===== config.mk =====
export PLATFORM = sky130hd
export DESIGN_NAME = burstmem_sub
export DESIGN_NICKNAME = d
export VERILOG_FILES = /design/src/rtl/burstmem_pkg.sv /design/src/rtl/burstmem_ram.sv /design/src/rtl/burstmem_pace.sv /design/src/rtl/burstmem_ctx.sv /design/src/rtl/burstmem_sub.sv
export SDC_FILE = /design/constraint.sdc
export NUM_CORES = 2
export LEC_CHECK = 0
export BUFFER_PORTS_ARGS = -buffer_cell sky130_fd_sc_hd__buf_2
export CORE_MARGIN = 2
export CORE_UTILIZATION = 35
export DETAILED_ROUTE_END_ITERATION = 12
export PLACE_DENSITY_LB_ADDON = 0.1
export SLEW_MARGIN = 20
export SYNTH_ARGS = -nofsm -noshare
export SYNTH_HDL_FRONTEND = slang
export SYNTH_SLANG_ARGS = --single-unit

===== constraint.sdc =====
create_clock -name clk -period 5.2 [get_ports clk]
set_input_delay 0.78 -clock clk [delete_from_list [all_inputs] [get_ports clk]]
set_output_delay 0.78 -clock clk [all_outputs]
set_load 0.01 [all_outputs]

===== src/rtl/burstmem_pkg.sv =====
package burstmem_pkg;

  typedef enum logic [1:0] {
    TR_IDLE   = 2'b00,
    TR_BUSY   = 2'b01,
    TR_NONSEQ = 2'b10,
    TR_SEQ    = 2'b11
  } trans_e;

  localparam logic [2:0] BURST_SINGLE = 3'b000;

  // NONSEQ and SEQ both have bit 1 set: those are the beats that move data
  function automatic logic moves_data(input logic [1:0] t);
    return t[1];
  endfunction

endpackage


===== src/rtl/burstmem_ram.sv =====
module burstmem_ram #(
  parameter int WORD_W = 32,
  parameter int DEPTH  = 64,
  parameter int IDX_W  = 6
) (
  input  logic              clk,
  input  logic              we,
  input  logic [IDX_W-1:0]  waddr,
  input  logic [WORD_W-1:0] wdata,
  input  logic              re_a,
  input  logic [IDX_W-1:0]  raddr_a,
  output logic [WORD_W-1:0] rdata_a,
  input  logic              re_b,
  input  logic [IDX_W-1:0]  raddr_b,
  output logic [WORD_W-1:0] rdata_b
);

  logic [WORD_W-1:0] mem [DEPTH];

  // one write port, two registered read ports, write-first on a collision
  always_ff @(posedge clk) begin
    if (we) mem[waddr] <= wdata;
    if (re_a) rdata_a <= (we && waddr == raddr_a) ? wdata : mem[raddr_a];
    if (re_b) rdata_b <= (we && waddr == raddr_b) ? wdata : mem[raddr_b];
  end

endmodule


===== src/rtl/burstmem_pace.sv =====
module burstmem_pace #(
  parameter int WAIT_STATES = 0
) (
  input  logic clk,
  input  logic rst,
  input  logic start,
  output logic ready,
  output logic done
);

  logic busy;

  generate
    if (WAIT_STATES == 0) begin : g_nowait
      always_ff @(posedge clk) begin
        if (rst)        busy <= 1'b0;
        else if (start) busy <= 1'b1;
        else if (busy)  busy <= 1'b0;
      end
      assign ready = 1'b1;
    end else begin : g_wait
      localparam int CW = $clog2(WAIT_STATES + 1);
      logic [CW-1:0] cnt;
      logic          rdy;
      always_ff @(posedge clk) begin
        if (rst) begin
          busy <= 1'b0;
          rdy  <= 1'b1;
          cnt  <= '0;
        end else if (start) begin
          busy <= 1'b1;
          rdy  <= 1'b0;
          cnt  <= CW'(WAIT_STATES);
        end else if (busy && !rdy) begin
          cnt <= cnt - CW'(1);
          rdy <= (cnt == CW'(1));
        end else if (busy) begin
          busy <= 1'b0;
        end
      end
      assign ready = rdy;
    end
  endgenerate

  assign done = busy & ready;

endmodule


===== src/rtl/burstmem_ctx.sv =====
module burstmem_ctx
  import burstmem_pkg::*;
#(
  parameter int IDX_W  = 6,
  parameter int WORD_W = 32
) (
  input  logic              clk,
  input  logic              rst,
  input  logic              acc,
  input  logic [1:0]        trans,
  input  logic              is_write,
  input  logic              incr,
  input  logic [IDX_W-1:0]  idx,
  input  logic [WORD_W-1:0] ahead_word,
  output logic              hit,
  output logic              fetch_next,
  output logic [WORD_W-1:0] buf_word
);

  logic              open_q;
  logic              pf_ok;
  logic              pf_load;
  logic [IDX_W-1:0]  next_idx;
  logic [WORD_W-1:0] pf_data;
  logic              match;
  logic              keep_open;
  logic              is_seq;

  always_comb begin
    is_seq     = (trans == TR_SEQ);
    match      = open_q && (idx == next_idx);
    keep_open  = (is_seq && match) || incr;
    hit        = acc && is_seq && !is_write && match && pf_ok;
    fetch_next = acc && moves_data(trans) && !is_write && keep_open;
    // the RAM port holds the fresh look-ahead word for one cycle after the fetch
    buf_word   = pf_load ? ahead_word : pf_data;
  end

  always_ff @(posedge clk) begin
    if (rst) begin
      open_q   <= 1'b0;
      pf_ok    <= 1'b0;
      pf_load  <= 1'b0;
      next_idx <= '0;
      pf_data  <= '0;
    end else begin
      pf_load <= 1'b0;
      if (pf_load) pf_data <= ahead_word;
      if (acc) begin
        if (trans == TR_IDLE) begin
          open_q <= 1'b0;
          pf_ok  <= 1'b0;
        end else if (moves_data(trans)) begin
          open_q   <= keep_open;
          next_idx <= idx + 1'b1;
          pf_ok    <= fetch_next;
          pf_load  <= fetch_next;
        end
        // BUSY: record and read-ahead word left untouched
      end
    end
  end

endmodule


===== src/rtl/burstmem_sub.sv =====
module burstmem_sub
  import burstmem_pkg::*;
#(
  parameter int ADDR_W      = 8,
  parameter int DATA_W      = 32,
  parameter int WAIT_STATES = 0
) (
  input  logic              clk,
  input  logic              rst,
  input  logic              hsel,
  input  logic [ADDR_W-1:0] haddr,
  input  logic [1:0]        htrans,
  input  logic              hwrite,
  input  logic [2:0]        hburst,
  input  logic [DATA_W-1:0] hwdata,
  input  logic              hready,
  output logic              hreadyout,
  output logic              hresp,
  output logic [DATA_W-1:0] hrdata,
  output logic              hit_ahead
);

  localparam int IDX_W = ADDR_W - 2;
  localparam int DEPTH = 1 << IDX_W;

  logic              acc;
  logic              acc_move;
  logic [IDX_W-1:0]  idx;
  logic              unused_lsbs;
  logic              incr;
  logic              hit;
  logic              fetch_next;
  logic [DATA_W-1:0] buf_word;
  logic [DATA_W-1:0] rd_a;
  logic [DATA_W-1:0] rd_b;
  logic [DATA_W-1:0] hold_q;
  logic              hit_q;
  logic              dp_wr;
  logic [IDX_W-1:0]  dp_idx;
  logic              dp_done;
  logic              ram_we;

  assign acc         = hsel & hready;
  assign acc_move    = acc & moves_data(htrans);
  assign idx         = haddr[ADDR_W-1:2];
  assign unused_lsbs = ^haddr[1:0];
  assign incr        = (hburst != BURST_SINGLE);
  assign ram_we      = dp_done & dp_wr;

  burstmem_pace #(.WAIT_STATES(WAIT_STATES)) u_pace (
    .clk   (clk),
    .rst   (rst),
    .start (acc_move),
    .ready (hreadyout),
    .done  (dp_done)
  );

  burstmem_ctx #(.IDX_W(IDX_W), .WORD_W(DATA_W)) u_ctx (
    .clk        (clk),
    .rst        (rst),
    .acc        (acc),
    .trans      (htrans),
    .is_write   (hwrite),
    .incr       (incr),
    .idx        (idx),
    .ahead_word (rd_b),
    .hit        (hit),
    .fetch_next (fetch_next),
    .buf_word   (buf_word)
  );

  burstmem_ram #(.WORD_W(DATA_W), .DEPTH(DEPTH), .IDX_W(IDX_W)) u_ram (
    .clk     (clk),
    .we      (ram_we),
    .waddr   (dp_idx),
    .wdata   (hwdata),
    .re_a    (acc_move & ~hwrite & ~hit),
    .raddr_a (idx),
    .rdata_a (rd_a),
    .re_b    (fetch_next),
    .raddr_b (idx + 1'b1),
    .rdata_b (rd_b)
  );

  always_ff @(posedge clk) begin
    if (rst) begin
      dp_wr  <= 1'b0;
      dp_idx <= '0;
      hit_q  <= 1'b0;
      hold_q <= '0;
    end else if (acc) begin
      hit_q <= hit;
      if (hit) hold_q <= buf_word;
      if (acc_move) begin
        dp_wr  <= hwrite;
        dp_idx <= idx;
      end
    end
  end

  assign hrdata    = hit_q ? hold_q : rd_a;
  assign hit_ahead = hit_q;
  assign hresp     = 1'b0;

endmodule


==> impl_metrics.ini <==
[cts]
cts_tree = done
numClockSinks = 2194
path_clk_slew_ns = 0.06
root_buffer = clkbuf_16
insertion_delay_ns = 0.97
numCtsBuffers = 245
post_cts_buffers = 0
ctsHtreeMaxLevel = 4
clk_path_buf_depth = 4
cts_resized = 0
cts_hold_buffers = 0

[logic_synthesis]
netlist_area_mm2 = 0.101
synth_fp_nets = 5654
synthSimpleGateAreaFrac_pct = 5.76
synth.top_cell.area_share_pct = 62.9
postSynthCellCount = 5603
synth-edff-count = 2112
synth_seq_cells = 2194
yosys_warnings = 0
synth_top_area_cell = edfxtp_1
synth-seq-area-share_pct = 64.5
synthAdderAreaFrac_pct = 0.0124
synthDistinctLibCells = 58
synthArstFlopShare_pct = 0
synthMuxAreaShare_pct = 24.7
synth_area_leaders = edfxtp_1 63%, mux4_2 23%, nand2_1 2.5%, dfxtp_1 1.6%, mux2i_1 1.4%
synth_top_family_by_area = multiplexers
synth_ff_type = edfxtp_1
avgSynthCellArea_um2 = 18.0
synth-xor-area-share_pct = 0.199
synth_compound_area_share_pct = 2.67

[global_routing]
antenna_found_initial = 34
grt_max_degree = 119
grt_pass1_vias = 59900
grt_pass1_wl_um = 502000
grt_overflow = 0
grtUsageTotal_pct = 24.8

[sta]
holdWs_ns = 0.0928
final_max_slew_viol_count = 0
worst_pin_slew_ns = 1.23
clock_skew_ns = 0.0943
fin_crit_sh_pct = 75.8
rsz0062_at_grt = no
fin_crit_ns = 3.94
finalSetupViolations = 0
fin_tns_setup_ns = 0
slew_headroom_pct = 17.9
hold_viol = 0
timing.fmax_ghz = 0.254

[power]
cellLeakagePower_nw = 36.2
p_sw_w = 0.00974
seq_power_share_pct = 47.9
cellPowerDensity_mw_per_mm2 = 350
pwr-share-clk_pct = 43.2
switching_share_pct = 24.0
internal_power_w = 0.0308
ir_worst_vdd_uv = 307
share_comb_of_total_power_pct = 8.9

[placement]
gp_congestion = 0.804
place_area_mm2 = 0.108
place_hpwl_um = 218000
port_buffers = 80
dp.cells = 9319

[route]
ant_nets = 0
vias = 59400
avgViaCountPerCell = 6.06
wl_um = 366000
first_iter_violations = 7432
drc_errors = 0
avgRoutedWirePerCell_um = 37.4
first_pass_iters = 5

[run_status]
status = finished clean

[floorplanning]
start_util_pct = 35.1
core_mm2 = 0.287
fp.dieH_um = 541
rows = 197
die-area_mm2 = 0.292
die_w_um = 541
ioPinCount = 85

[setup_path]
criticalPathCategory = input port to flop
endpoint = u_ram.rdata_b[0]
r2r_setup_slack_ns = 1.73
r2r_end = u_ram.rdata_a[21]
crit_slowest_cell = a2111oi_0
reg2reg_depth = 7
r2r-start = dp_idx[0]
crit_required_ns = 5.87
critPathMaxStageDelay_ns = 0.99
crit_arrival_ns = 4.61
cp-startpoint = haddr[2]
path_max_fanout = 64
startpoint_type = input port
cp_cell_sequence = buf_12 > ha_4 > xnor2_1 > nand3b_1 > and2_2 > o22ai_1 > a2111oi_0 > buf_4 > o31ai_1
cp-end-kind = flop

[final_layout]
post-route-util_pct = 40.3
finalNetCount = 5837
synthToLayoutAreaGrowth_pct = 14.8
fillCellCount = 25700
fin_area_mm2 = 0.116
layout.cells.non_filler = 9799
layout-drive-gt1-share_pct = 31.6

[min_path]
hold_path.class = input port to flop

[job]
max-cap-violations = 0
critical path: cells and delay by family:
family	cells	cell delay, ns
AOI/OAI and AO/OA	3	1.30
and+or+nand+nor	2	1.15
buffers and inverters	2	0.70
adders and majority gates	1	0.39
xor gates and xnor gates	1	0.22
Yosys cell counts, drive strengths merged (16+ instances only):
master / instances
a211oi: 115
nand4: 65
nor2: 222
nand3: 218
nand2: 679
dfxtp: 82
buf: 262
mux4: 1028
clkbuf: 183
a21oi: 63
mux2: 32
a32oi: 18
o22ai: 41
and2: 84
nor4: 21
mux2i: 143
xnor2: 16
edfxtp: 2112
a31oi: 110
o21ai: 17
sequential cells by signal (all words and copies together) (netlist names):
| name | flops |
|---|---|
| hit_ahead | 1 |
| u_ram.rdata_b | 32 |
| u_ctx.open_q | 1 |
| u_ctx.pf_load | 1 |
| u_ctx.next_idx | 6 |
| u_ctx.pf_ok | 1 |
| u_ram.rdata_a | 32 |
| u_ctx.pf_data | 32 |
| u_pace.done | 1 |
| u_ram.mem | 2048 |
| dp_idx | 6 |
| dp_wr | 1 |
| hold_q | 32 |
logic make-up after synthesis:
logic type | after synthesis
compound gates | 401
xor+xnor | 22
fa+ha+maj | 1
buf+inv | 451
flops | 2194
mux | 1203
other cells | 2
simple gates | 1329
area by class of cell:
cell class	instances	area (um2)	area share, %
Antenna cell	27	67.6	0.0584
Tap cell	3781	4730	4.09
Clock buffer	306	6410	5.54
Inverter	6	30.0	0.0259
Multi-Input combinational cell	2958	34300	29.6
Timing Repair Buffer	381	3560	3.08
Clock inverter	146	1590	1.37
Sequential cell	2194	65100	56.2
placed cells by master (no fill, tap or decap), types with 75 or more instances in the layout:
cell type / instances
a211oi_1: 115
a31oi_1: 107
and2_1: 81
buf_2: 75
buf_4: 236
clkbuf_16: 246
dfxtp_1: 80
edfxtp_1: 2112
mux2i_1: 143
mux4_2: 1028
nand2_1: 675
nand3_1: 218
nor2_1: 157
per-stage QoR:
stage                     setup slack (ns)  total power (W)
after floorplan                      0.679           0.0219
final                                 1.26           0.0405
after global placement               0.390           0.0234
after CTS                             1.27           0.0408
after global routing                  1.30           0.0417
after detailed placement             0.441           0.0234
power by group through the flow:
stage / logic, W / clock network, W / registers, W
floorplan: 0.00209 / 0 / 0.0198
global placement: 0.00362 / 0 / 0.0198
detailed placement: 0.00362 / 0 / 0.0198
CTS: 0.00362 / 0.0178 / 0.0194
global route: 0.00382 / 0.0185 / 0.0194
finish: 0.00361 / 0.0175 / 0.0194
layer usage:
layer | global-route usage (%) | part of all wire, % | vias up
li1 | - | - | 23700
met1 | 33.9 | 41 | 32500
met2 | 40.0 | 48 | 2622
met3 | 4.68 | 7.6 | 507
met4 | 8.00 | 3.1 | 2
met5 | 0 | 0.0025 | -
worst min-delay path by stage:
| stage | start | end | slack [ns] | depth (start not counted) |
|---|---|---|---|---|
| after floorplan | u_ctx.pf_ok | u_ctx.pf_ok | 0.43 | 2 |
| after global placement | u_ctx.pf_ok | u_ctx.pf_ok | 0.45 | 2 |
| after detailed placement | u_ctx.pf_ok | u_ctx.pf_ok | 0.46 | 2 |
| after CTS | hwrite | dp_wr | 0.01 | 3 |
| after global routing | hwrite | dp_wr | 0.08 | 3 |
| final | hwrite | dp_wr | 0.09 | 3 |
(Power assumes the default switching activity.)
